<file path="config.mk">
export PLATFORM = sky130hd
export DESIGN_NAME = keyed_cfg_port
export DESIGN_NICKNAME = d
export VERILOG_FILES = /design/src/rtl/keyed_cfg_pkg.sv /design/src/rtl/keyed_cfg_lock.sv /design/src/rtl/keyed_cfg_regs.sv /design/src/rtl/keyed_cfg_port.sv
export SDC_FILE = /design/constraint.sdc
export NUM_CORES = 1
export LEC_CHECK = 0
export BUFFER_PORTS_ARGS = -buffer_cell sky130_fd_sc_hd__buf_2
export CORE_MARGIN = 2
export CORE_UTILIZATION = 40
export DETAILED_ROUTE_END_ITERATION = 8
export GPL_ROUTABILITY_DRIVEN = 0
export SYNTH_ARGS = -nofsm -noshare
export SYNTH_HDL_FRONTEND = slang
export SYNTH_SLANG_ARGS = --single-unit
</file>
<file path="constraint.sdc">
create_clock -name clk -period 3.95 [get_ports clk]
set_input_delay 0.395 -clock clk [delete_from_list [all_inputs] [get_ports clk]]
set_output_delay 0.395 -clock clk [all_outputs]
set_load 0.01 [all_outputs]
</file>
<file path="src/rtl/keyed_cfg_pkg.sv">
// Shared constants and types for the keyed configuration port.
// Assumes an 8-bit index space and 8-bit data.
package keyed_cfg_pkg;
    typedef enum logic [1:0] {
        KS_LOCKED = 2'd0,
        KS_HALF   = 2'd1,
        KS_OPEN   = 2'd2
    } key_state_e;

    localparam logic [7:0]  KEY_OPEN      = 8'h87;
    localparam logic [7:0]  KEY_CLOSE     = 8'hAA;
    localparam logic [7:0]  IDX_DEV_SEL   = 8'h07;
    localparam logic [7:0]  IDX_CODE_HI   = 8'h20;
    localparam logic [7:0]  IDX_CODE_LO   = 8'h21;
    localparam logic [7:0]  IDX_REVISION  = 8'h22;
    localparam logic [7:0]  IDX_MAKER_HI  = 8'h23;
    localparam logic [7:0]  IDX_MAKER_LO  = 8'h24;
    localparam logic [7:0]  IDX_BANK_BASE = 8'h30;
    localparam logic [15:0] MAKER_CODE    = 16'h1934;
    localparam logic [7:0]  IDLE_BYTE     = 8'hFF;
endpackage

</file>
<file path="src/rtl/keyed_cfg_lock.sv">
// Key sequencer: follows index-port writes and opens the interface after two
// successive open keys. A close key locks it again.
// Assumes idx_wr is a single-cycle strobe that is already address-qualified.
module keyed_cfg_lock
    import keyed_cfg_pkg::*;
(
    input  logic       clk,
    input  logic       rst_n,
    input  logic       idx_wr,
    input  logic [7:0] wdata,
    output logic       is_open
);
    key_state_e state_q, state_d;

    // Next-state logic for the unlock sequence
    always_comb begin
        state_d = state_q;
        if (idx_wr) begin
            unique case (state_q)
                KS_LOCKED: state_d = (wdata == KEY_OPEN)  ? KS_HALF   : KS_LOCKED;
                KS_HALF:   state_d = (wdata == KEY_OPEN)  ? KS_OPEN   : KS_LOCKED;
                KS_OPEN:   state_d = (wdata == KEY_CLOSE) ? KS_LOCKED : KS_OPEN;
                default:   state_d = KS_LOCKED;
            endcase
        end
    end

    // State register, locked out of reset
    always_ff @(posedge clk) begin
        if (!rst_n) state_q <= KS_LOCKED;
        else        state_q <= state_d;
    end

    assign is_open = (state_q == KS_OPEN);
endmodule

</file>
<file path="src/rtl/keyed_cfg_regs.sv">
// Configuration register file: index register, device select, fixed
// identification bytes and a bank of registers for each logical device.
// Assumes NUM_DEV >= 2, BANK_REGS >= 2 and the banks fit below index 0x100.
module keyed_cfg_regs
    import keyed_cfg_pkg::*;
#(
    parameter int          NUM_DEV   = 8,
    parameter int          BANK_REGS = 8,
    parameter int          GPIO_LDN  = 6,
    parameter logic [15:0] DEV_CODE  = 16'h5A21,
    parameter logic [7:0]  REVISION  = 8'h03
) (
    input  logic                   clk,
    input  logic                   rst_n,
    input  logic                   idx_load,
    input  logic                   dat_wr,
    input  logic [7:0]             wdata,
    output logic [7:0]             cur_idx,
    output logic [7:0]             rd_val,
    output logic [BANK_REGS*8-1:0] gpio_cfg
);
    localparam int         OFF_W    = $clog2(BANK_REGS);
    localparam int         DEV_W    = $clog2(NUM_DEV);
    localparam logic [7:0] NUM_DEV_B = 8'(NUM_DEV);
    localparam logic [7:0] BANK_END  = IDX_BANK_BASE + 8'(BANK_REGS);

    logic [7:0]       idx_q;
    logic [7:0]       sel_q;
    logic             bank_hit;
    logic             dev_hit;
    logic [7:0]       idx_rel;
    logic [OFF_W-1:0] bank_off;
    logic [7:0]       dev_rd [NUM_DEV];

    assign bank_hit = (idx_q >= IDX_BANK_BASE) && (idx_q < BANK_END);
    assign dev_hit  = (sel_q < NUM_DEV_B);
    assign idx_rel  = idx_q - IDX_BANK_BASE;
    assign bank_off = idx_rel[OFF_W-1:0];
    assign cur_idx  = idx_q;

    // Index register, loaded by index-port writes while open
    always_ff @(posedge clk) begin
        if (!rst_n)        idx_q <= 8'h00;
        else if (idx_load) idx_q <= wdata;
    end

    // Device-select register
    always_ff @(posedge clk) begin
        if (!rst_n)                              sel_q <= 8'h00;
        else if (dat_wr && idx_q == IDX_DEV_SEL) sel_q <= wdata;
    end

    for (genvar d = 0; d < NUM_DEV; d++) begin : g_dev
        logic [7:0] regs_q [BANK_REGS];
        logic       wr_sel;
        assign wr_sel = dat_wr && bank_hit && (sel_q == 8'(d));

        // Bank storage for logical device d
        always_ff @(posedge clk) begin
            if (!rst_n) begin
                for (int r = 0; r < BANK_REGS; r++) regs_q[r] <= 8'h00;
            end else if (wr_sel) begin
                regs_q[bank_off] <= wdata;
            end
        end

        assign dev_rd[d] = regs_q[bank_off];

        if (d == GPIO_LDN) begin : g_gpio
            for (genvar r = 0; r < BANK_REGS; r++) begin : g_out
                assign gpio_cfg[r*8 +: 8] = regs_q[r];
            end
        end
    end

    // Read multiplexer over the whole index space
    always_comb begin
        rd_val = 8'h00;
        if (bank_hit) begin
            if (dev_hit) rd_val = dev_rd[sel_q[DEV_W-1:0]];
        end else begin
            unique case (idx_q)
                IDX_DEV_SEL:  rd_val = sel_q;
                IDX_CODE_HI:  rd_val = DEV_CODE[15:8];
                IDX_CODE_LO:  rd_val = DEV_CODE[7:0];
                IDX_REVISION: rd_val = REVISION;
                IDX_MAKER_HI: rd_val = MAKER_CODE[15:8];
                IDX_MAKER_LO: rd_val = MAKER_CODE[7:0];
                default:      rd_val = 8'h00;
            endcase
        end
    end
endmodule

</file>
<file path="src/rtl/keyed_cfg_port.sv">
// Top level: decodes the index/data window on the I/O bus, gates data access
// with the key sequencer and registers the read data.
// Assumes io_rd and io_wr are single-cycle strobes and are never both high.
module keyed_cfg_port
    import keyed_cfg_pkg::*;
#(
    parameter int          ADDR_W    = 16,
    parameter logic [15:0] BASE      = 16'h002E,
    parameter int          NUM_DEV   = 8,
    parameter int          BANK_REGS = 8,
    parameter int          GPIO_LDN  = 6,
    parameter logic [15:0] DEV_CODE  = 16'h5A21,
    parameter logic [7:0]  REVISION  = 8'h03
) (
    input  logic                   clk,
    input  logic                   rst_n,
    input  logic [ADDR_W-1:0]      io_addr,
    input  logic                   io_rd,
    input  logic                   io_wr,
    input  logic [7:0]             io_wdata,
    output logic [7:0]             io_rdata,
    output logic [BANK_REGS*8-1:0] gpio_cfg
);
    localparam logic [ADDR_W-1:0] IDX_ADDR = ADDR_W'(BASE);
    localparam logic [ADDR_W-1:0] DAT_ADDR = ADDR_W'(BASE) + ADDR_W'(1);

    logic       idx_hit, dat_hit;
    logic       is_open;
    logic [7:0] cur_idx, rd_val;

    assign idx_hit = (io_addr == IDX_ADDR);
    assign dat_hit = (io_addr == DAT_ADDR);

    keyed_cfg_lock u_lock (
        .clk     (clk),
        .rst_n   (rst_n),
        .idx_wr  (io_wr && idx_hit),
        .wdata   (io_wdata),
        .is_open (is_open)
    );

    keyed_cfg_regs #(
        .NUM_DEV   (NUM_DEV),
        .BANK_REGS (BANK_REGS),
        .GPIO_LDN  (GPIO_LDN),
        .DEV_CODE  (DEV_CODE),
        .REVISION  (REVISION)
    ) u_regs (
        .clk      (clk),
        .rst_n    (rst_n),
        .idx_load (io_wr && idx_hit && is_open && (io_wdata != KEY_CLOSE)),
        .dat_wr   (io_wr && dat_hit && is_open),
        .wdata    (io_wdata),
        .cur_idx  (cur_idx),
        .rd_val   (rd_val),
        .gpio_cfg (gpio_cfg)
    );

    // Registered read data, 0xFF when locked or outside the window
    always_ff @(posedge clk) begin
        if (!rst_n) begin
            io_rdata <= IDLE_BYTE;
        end else if (io_rd) begin
            if (idx_hit && is_open)      io_rdata <= cur_idx;
            else if (dat_hit && is_open) io_rdata <= rd_val;
            else                         io_rdata <= IDLE_BYTE;
        end
    end
endmodule

</file>
==> results of run 1 <==
## where the power goes
group	switching [mW]	internal, mW	total (mW)
Combinational	0.383	0.205	0.588
Sequential	0.140	6.53	6.67
Clock	2.25	2.94	5.20
## layer usage
layer / GRT usage / wire [um] / up-vias
li1: - / - / 6843
met4: 0.06153 / 1772 / 2
met5: 0 / 10 / -
met2: 0.3515 / 34270 / 732
met3: 0.04053 / 6372 / 105
met1: 0.3259 / 31650 / 8048
## synth_stat cells (5+ instances only)
cell type  instances
buf_6              8
dfxtp_1           29
a21oi_1           18
nand2_1           23
mux2_2             5
o22ai_1           10
clkbuf_1          93
nor2_1            43
edfxtp_1         512
buf_2             27
o21a_1             5
nor4_1             5
mux2i_1           87
inv_1              6
nor2_2            43
buf_4              5
o211ai_1          11
a22oi_1            8
nor3_1            10
buf_1              8
o21ai_0           76
nand4_1            6
nor2b_1            8
a21o_1             6
and2_1           512
or3_1             10
nand3_1           25
nor2_4            13
mux4_2           114
a31oi_1            7
## registers in the layout, indices dropped and copies added, names as in the netlist, named ones only
name and flops:
io_rdata 8, u_regs.g_dev.regs_q 512, u_regs.sel_q 8, u_lock.state_q 2, u_regs.cur_idx 8
## worst max path at each step
| stage | slack (ps) | start | cells after the start | end |
|---|---|---|---|---|
| after floorplan | 870 | io_addr[9] | 7 | u_regs.g_dev[1].regs_q[6][0] |
| after global placement | 610 | io_addr[9] | 8 | u_regs.g_dev[7].regs_q[6][3] |
| after detailed placement | 550 | io_addr[9] | 8 | u_regs.g_dev[7].regs_q[6][0] |
| after CTS | 870 | u_regs.sel_q[7] | 7 | u_regs.g_dev[7].regs_q[6][0] |
| after global routing | 720 | register | 7 | io_rdata[5] |
| final | 840 | u_regs.sel_q[7] | 7 | u_regs.g_dev[7].regs_q[6][1] |
## critical path, delay by kind of cell (launching register included)
family	cells	cell delay [ps]
DFF	1	320
and+or+nand+nor	4	1800
AOI/OAI and AO/OA	1	170
buffers and inverters	2	510
## layout make-up
class                   count  area share
clock buffers              81     0.05461
repair buffers            223     0.05132
flip-flops and latches    541      0.5458
inverters                   7   0.0008981
diodes                      1  0.00008554
clock inverters            26    0.006672
well taps                 846     0.03618
multi-input cells        1090      0.3045
## layout by cell type, fill, tap and decap left out, drive strengths merged, types with 7 or more instances in the layout
master | netlist | final
clkbuf | 93 | 81
a22oi | 8 | 8
nor3 | 10 | 10
buf | 48 | 223
a21oi | 18 | 18
a31oi | 7 | 7
o22ai | 10 | 10
nand3 | 25 | 25
nor2 | 100 | 100
o21ai | 76 | 76
and2 | 512 | 512
clkinv | 1 | 21
edfxtp | 512 | 512
inv | 6 | 9
or3 | 10 | 10
mux4 | 114 | 114
dfxtp | 29 | 29
mux2i | 87 | 87
nand2 | 23 | 23
nor2b | 8 | 8
o211ai | 11 | 11
## cells by family after synthesis
family | after synthesis | synth area share
compound gates | 164 | 0.03911
xor+xnor | 1 | 0.0003431
buf+inv | 148 | 0.02617
flops | 541 | 0.6249
mux | 206 | 0.1369
simple gates | 719 | 0.1726
## through the flow
| step | cell area (um^2) | power (mW) | utilization |
|---|---|---|---|
| floorplan | 25530 | 6.995 | - |
| global placement | 27460 | 7.362 | 0.4353 |
| detailed placement | 27460 | 7.372 | 0.4353 |
| CTS | 29250 | 12.53 | 0.4637 |
| global route | 29250 | 12.80 | 0.4637 |
| finish | 29260 | 12.45 | 0.4638 |
==> metrics.txt, run 1 <==
global-route wire length before repair 108900 um; arrival time reported for the critical path endpoint 3420 ps; Chip Height 256.6 um; clk_lat worst skew 630 ps; Startpoint Class register; final worst-path setup slack 840.0 ps; max cap viols 0; post-synthesis async set-or-reset flop share 0; static power due to leakage 9.832 nW; CTS tree yes; final-report max-slew violation count 0; endpoint kind of the worst setup timing path register; maximum level of the CTS H-tree 2; number of flops mapped to enable cells by yosys 512; worst hold path startpoint io_rd; unrepaired setup endpoints after global routing no; growth of design area from synthesis to finish 14.59%; clock skew 36.24 ps; remaining global-route overflow 0; Final Instance Count excl. Fillers 2815; ratio of final minimum period to clock period 0.7874; number of placed instances, taps included 2707; top flip-flop cell by instance count after synthesis edfxtp_1; detailed placer's ending HPWL 48780 um; die outline width 256.6 um; Die Area 65860 um^2; worst-path cell with the longest stage delay or3_1; relative max-transition margin 0.3124; Cells on Worst Hold Path 3; # DRC 0; total setup buffers inserted after CTS 0; filler cell count 5597; total routing resource utilization after global routing 0.2256; largest net degree at the start of global routing 69; synthesis warning total 0; num ports 100; Hold Path Sink io_rdata[2]; vias in the first global route 15.58k; net count reported at finish 1949; minimum setup slack among reg-to-reg paths 840 ps; number of DRC violations after detailed-routing iteration 0 1739; critical path fanouts, max 10; critical path, cell by cell nor4_1 -> nand4_1 -> or4_4 -> or3_1 -> buf_4 -> o21ai_0 -> buf_4; remaining antenna violation count after routing 0; Routed WL 74070 um; final critical path time including I/O delays and setup 3110 ps; fmax 0.3215 GHz; most area-consuming cells after synthesis edfxtp_1, and2_1, mux4_2; WL/cell 26.31 um; total of endpoints with negative setup slack in the final report 0; root buffer selected by CTS clkbuf_16; Seq cells post-synth 541; type of the worst setup path reg2reg; fraction of layout instances using a drive strength above 1 0.2485; number of antenna violations at the first check in global routing 2; Detailed Routing Iterations Pass 1 5; library cell appearing most often on the critical path buf_4; sequential fraction of the synthesis area 0.6249; proportion of netlist area held by the largest area contributor 0.6022; Mapped Area 25530 um^2; Reg2Reg Capture Point u_regs.g_dev[7].regs_q[6][1]; outcome complete, no violations; TritonCTS Buffers 58; mean instance size in the synthesized netlist 14.35 um^2; clock transition at the registers of the reported paths 60 ps; power per cell area 425.7 nW/um^2; count of unique library cells instantiated by Yosys 59; Tightest Hold Check Type in2reg; hold buffer count at CTS 0; area leader, netlist edfxtp_1; required time of the critical path 4260 ps; Min Hold Slack 212.0 ps; routed vias 15.73k; pin slew with the least headroom to its limit 1029 ps; CORE AREA 63080 um^2; number of port buffers 99; detail-routed via count per cell 5.588; Post-Synthesis Net Count 1807; CTS Buffer Depth 3; post-synthesis cell count 1779; effective utilization at floorplan 0.4047; Final Hold Vio Count 0; clock tree sinks 541; number of placement rows 92; depth of the worst register-to-register path 7; Reg2Reg Launch Point u_regs.sel_q[7]; area of the multi-input gates 8907 um^2; critical path's largest stage delay 690 ps; total negative slack for setup checks 0 ps; Worst Setup Slack post-DPL 552.4 ps; Peak supply drop 349.6 uV; sequential standard cell area 15970 um^2; number of gates resized after CTS 0
Note: power is estimated with default switching activity, not from simulation.
==> run 2, diff against run 1 <==
Clock period 3.95 ns to 2.77 ns, I/O delays scaled along.
==> run 2 against run 1 <==
Effect of this change: clock power rose by 40%; global-route usage fell by 0.18 points; sequential power rose by 43%; sequential share of layout area fell by 1.1 points; register-to-register slack got worse by 800 ps; non-clock buffer count rose by 62; largest cell class unchanged; highest routed layer unchanged.
==> metrics.txt, run 2 (synthesis results as in run 1) <==
outcome complete, no violations; clock transition at the registers of the reported paths 60 ps; maximum level of the CTS H-tree 2; remaining global-route overflow 0; num ports 100; global-route wire length before repair 108000 um; unrepaired setup endpoints after global routing yes; CTS Buffer Depth 3; pin slew with the least headroom to its limit 967.5 ps; Die Area 65860 um^2; relative max-transition margin 0.3550; Tightest Hold Check Type in2reg; largest net degree at the start of global routing 69; effective utilization at floorplan 0.4047; Detailed Routing Iterations Pass 1 5; Final Core Density 0.4737; number of DRC violations after detailed-routing iteration 0 1878; number of antenna violations at the first check in global routing 5; worst-path cell with the longest stage delay or4_4; number of port buffers 99; fraction of layout instances using a drive strength above 1 0.2745; critical path, cell by cell nor4_2 -> nand4_1 -> or4_4 -> or3_1 -> buf_4 -> o21ai_1 -> buf_4; final critical path time including I/O delays and setup 2735 ps; remaining antenna violation count after routing 0; total negative slack for setup checks 0 ps; fmax 0.3656 GHz; clock tree sinks 541; Final Hold Vio Count 0; Routed WL 73870 um; CTS tree yes; arrival time reported for the critical path endpoint 3070 ps; TritonCTS Buffers 58; Startpoint Class register; required time of the critical path 3100 ps; ratio of final minimum period to clock period 0.9873; total non-filler cell area in the finished layout 29880 um^2; routed vias 15.81k; type of the worst setup path reg2reg; power per cell area 589.7 nW/um^2; CORE AREA 63080 um^2; final-report max-slew violation count 0; detailed placer's ending HPWL 50440 um; critical path's largest stage delay 630 ps; filler cell count 5549; Cell Area, Placed 28020 um^2; total of endpoints with negative setup slack in the final report 0; root buffer selected by CTS clkbuf_16; WL/cell 25.76 um; die outline width 256.6 um; Peak supply drop 473.3 uV; Diodes inserted 0; vias in the first global route 15.60k; growth of design area from synthesis to finish 17.04%; top library cells by usage in the layout, fill and taps aside and2_1, edfxtp_1, buf_4; total routing resource utilization after global routing 0.2238; detail-routed via count per cell 5.511; clock skew 23.12 ps; Largest Register u_regs.g_dev.regs_q; library cell appearing most often on the critical path buf_4; static power due to leakage 10.15 nW; Chip Height 256.6 um; max cap viols 0; critical path fanouts, max 8; net count reported at finish 2011; number of placement rows 92; # DRC 0; max FFs per register 512; clk_lat worst skew 630 ps; endpoint kind of the worst setup timing path register
run 2: cell types whose count changed in the layout (fill, tap and decap cells not counted), sizes merged:
cell and delta:
clkinv +2, diode -1, bufinv +1, clkbuf -9, inv -2, buf +62
run 2: per-layer routing:
metal | vias to the layer above | GRT usage | wire length (um)
met5 | - | 0 | 12
met4 | 2 | 0.07171 | 2245
met3 | 119 | 0.04320 | 6374
met2 | 715 | 0.3331 | 32430
met1 | 8003 | 0.3304 | 32810
li1 | 6967 | - | -
run 2: path summary, 6_finish.rpt:
check	slack (ps)	start	end	cells past startpoint
min	80	io_rd	io_rdata[2]	3
max reg2reg	40	u_regs.sel_q[4]	u_regs.g_dev[6].regs_q[5][5]	7
min reg2reg	560	u_regs.sel_q[5]	u_regs.sel_q[5]	2
max	40	u_regs.sel_q[4]	u_regs.g_dev[6].regs_q[5][5]	7
run 2: power by group:
part,total [mW],switching (mW),internal [mW]
sequential,9.51,0.200,9.31
clock,7.26,3.13,4.13
combinational,0.855,0.545,0.310
total,17.6,3.88,13.7
run 2: area by class of cell:
cell class,instances,area (um^2),area share
repair buffers,285,2118,0.07089
inverters,7,26.28,0.0008793
well taps,846,1059,0.03542
multi-input cells,1090,8990,0.3008
flip-flops and latches,541,15970,0.5343
clock inverters,27,197.7,0.006616
clock buffers,72,1525,0.05104
run 2: repair_timing:
action / CTS / global route
hold buffers: 0 / 0
buffers inserted: 1 / 1
setup endpoints to repair: 119 / 809
resized for setup: 7 / 41
pin swaps: 3 / 2
run 2: metrics by stage:
stage	power [mW]	setup slack, ps	cells	hold slack [ps]
after floorplan	9.975	-197.0	1779	480.5
after global placement	10.51	-170.3	2767	531.0
after detailed placement	10.52	-196.0	2767	532.2
after CTS	17.71	12.32	2867	37.33
after global routing	18.09	-62.00	2868	111.3
final	17.62	35.13	2868	77.96
run 2: critical path: cells and delay by family (launching register included):
family | cells | cell delay [ps]
simple gates | 4 | 1530
buf+inv | 2 | 410
flops | 1 | 320
compound gates | 1 | 180
==> run 3, diff against run 2 <==
Settings changed: ABC_AREA from default to 1, CTS_CLUSTER_SIZE from default to 10.
==> run 3 against run 2 <==
Effect of this change: combinational power increased by 12%; flip-flop and latch count stayed put; critical path depth increased by 2; count of clock-buffer cells in the layout rose by 18; die area grew 8.3%; largest cell class unchanged.
==> metrics.txt, run 3 <==
outcome complete, no violations; total setup buffers inserted after CTS 0; critical path's largest stage delay 350 ps; worst hold path startpoint rst_n; CTS Buffer Depth 3; commonest cells in the synthesized netlist nand2_1, edfxtp_1, nor2_2; total negative slack for setup checks 0 ps; remaining global-route overflow 0; root buffer selected by CTS clkbuf_16; static power due to leakage 12.70 nW; Tightest Hold Check Type in2reg; hold buffer count at CTS 0; library cell with the highest instance count after synthesis nand2_1; fmax 0.3913 GHz; power per cell area 557.3 nW/um^2; total power consumption of the routed design 17.63 mW; Largest Register u_regs.g_dev.regs_q; max FFs per register 512; Startpoint Class register; unrepaired setup endpoints after global routing no; area of the multi-input gates 10020 um^2; most area-consuming cells after synthesis edfxtp_1, nor2_2, nand2_1; Routed WL 80010 um; vias in the first global route 20.17k; Peak supply drop 442.6 uV; Worst Setup Slack post-DPL 207.3 ps; Min Hold Slack 72.60 ps; top flip-flop cell by instance count after synthesis edfxtp_1; final critical path time including I/O delays and setup 2555 ps; synthesis warning total 0; CTS tree yes; detail-routed via count per cell 5.231; TritonCTS Buffers 61; Post-Synthesis Net Count 2902; type of the worst setup path reg2reg; Detailed Routing Iterations Pass 1 5; critical path fanouts, max 16; max cap viols 0; worst-path cell with the longest stage delay dfxtp_1; remaining antenna violation count after routing 0; endpoint kind of the worst setup timing path register; number of gates resized after CTS 0; Final Hold Vio Count 0; WL/cell 20.35 um; most common cell after layout, fill and taps aside nand2_1; CORE AREA 68590 um^2; Mapped Area 27690 um^2; Diodes inserted 0; filler cell count 6422; critical path, cell by cell inv_1 -> or2_4 -> nor3_4 -> nand3b_4 -> nor4_4 -> buf_12 -> buf_12 -> nand4_2 -> nand2_1; final worst-path setup slack 214.7 ps; pin slew with the least headroom to its limit 1052 ps; clock tree sinks 541; total routing resource utilization after global routing 0.2241; net count reported at finish 2997; Final Core Density 0.4614; Chip Height 267.1 um; required time of the critical path 3070 ps; clock transition at the registers of the reported paths 60 ps; maximum level of the CTS H-tree 2; num ports 100; largest net degree at the start of global routing 85; mean instance size in the synthesized netlist 9.635 um^2; Seq cells post-synth 541; relative max-transition margin 0.2978; fraction of layout instances using a drive strength above 1 0.2710; proportion of netlist area held by the largest area contributor 0.5552; total of endpoints with negative setup slack in the final report 0; number of flops mapped to enable cells by yosys 512; Setup crit start u_lock.state_q[1]; detailed placer's ending HPWL 50150 um; # DRC 0; growth of design area from synthesis to finish 14.28%; Reg2Reg Launch Point u_lock.state_q[1]; library cell appearing most often on the critical path buf_12; top library cells by usage in the layout, fill and taps aside nand2_1, edfxtp_1, nor2_2; number of DRC violations after detailed-routing iteration 0 2025; clock skew 21.16 ps; number of placement rows 96; routed vias 20.56k; final-report max-slew violation count 0; number of antenna violations at the first check in global routing 0; post-synthesis cell count 2874; effective utilization at floorplan 0.4037; ratio of final minimum period to clock period 0.9225; sequential standard cell area 15960 um^2; post-synthesis async set-or-reset flop share 0; global-route wire length before repair 120600 um; die outline width 267.1 um; Die Area 71350 um^2; sequential fraction of the synthesis area 0.5762; count of unique library cells instantiated by Yosys 37; area leader, netlist edfxtp_1; arrival time reported for the critical path endpoint 2850 ps; clk_lat worst skew 630 ps; number of port buffers 99
-- run 3: changes by cell type after synthesis, sizes merged, moves of 10 or more --
cell	delta
nand4	+61
mux2i	-87
o21ai	+53
nor2	+670
a21oi	+13
or3	-10
buf	+25
and2	-512
nand3	+233
inv	+225
o22ai	-10
clkbuf	+27
mux4	-114
nand2	+601
-- run 3: cell families after synthesis --
family	count (synthesis)	share of synthesized area
and+or+nand+nor	1730	0.3271
buffers and inverters	427	0.06340
DFF	541	0.5762
AOI/OAI and AO/OA	176	0.03330
-- run 3: path summary, 6_finish.rpt --
check                                      end  slack (ps)  depth (start not counted)
setup / recovery  u_regs.g_dev[0].regs_q[2][4]         210                          9
hold / removal               u_lock.state_q[0]          70                          3
setup reg to reg  u_regs.g_dev[0].regs_q[2][4]         210                          9
hold reg to reg                    io_rdata[1]         480                          2
-- run 3: stage by stage --
| stage | instances | instance area [um^2] |
|---|---|---|
| 6_report | 3931 | 31640 |
| 5_1_grt | 3931 | 31640 |
| 4_1_cts | 3931 | 31640 |
| 3_5_place_dp | 3837 | 29950 |
| 3_3_place_gp | 3837 | 29950 |
| 2_1_floorplan | 2874 | 27690 |
-- run 3: critical path, delay by kind of cell, from the launching register on --
family	cells	cell delay, ps
buffers and inverters	3	580
flip-flops	1	350
AND/OR/NAND/NOR	6	1280
-- run 3: routing by layer --
metal	up-vias	track usage	part of all wire	wire length (um)
met2	817	0.3537	0.46	36670
met5	-	0	0	0
li1	9589	-	-	-
met4	0	0.08245	0.034	2735
met3	147	0.03972	0.073	5820
met1	10011	0.3093	0.43	34780
-- run 3: cell type report --
class	count	area share
sequential	541	0.5045
multi-input combinational	1906	0.3166
timing repair buffer	225	0.05986
clock buffer	90	0.05267
tap	931	0.03681
inverter	234	0.02867
clock inverter	4	0.0009490
-- run 3: power by group --
group	total [mW]	switching, mW	internal, mW
Combinational	0.960	0.736	0.224
Clock	7.21	3.13	4.07
Sequential	9.47	0.154	9.32
Total	17.6	4.02	13.6
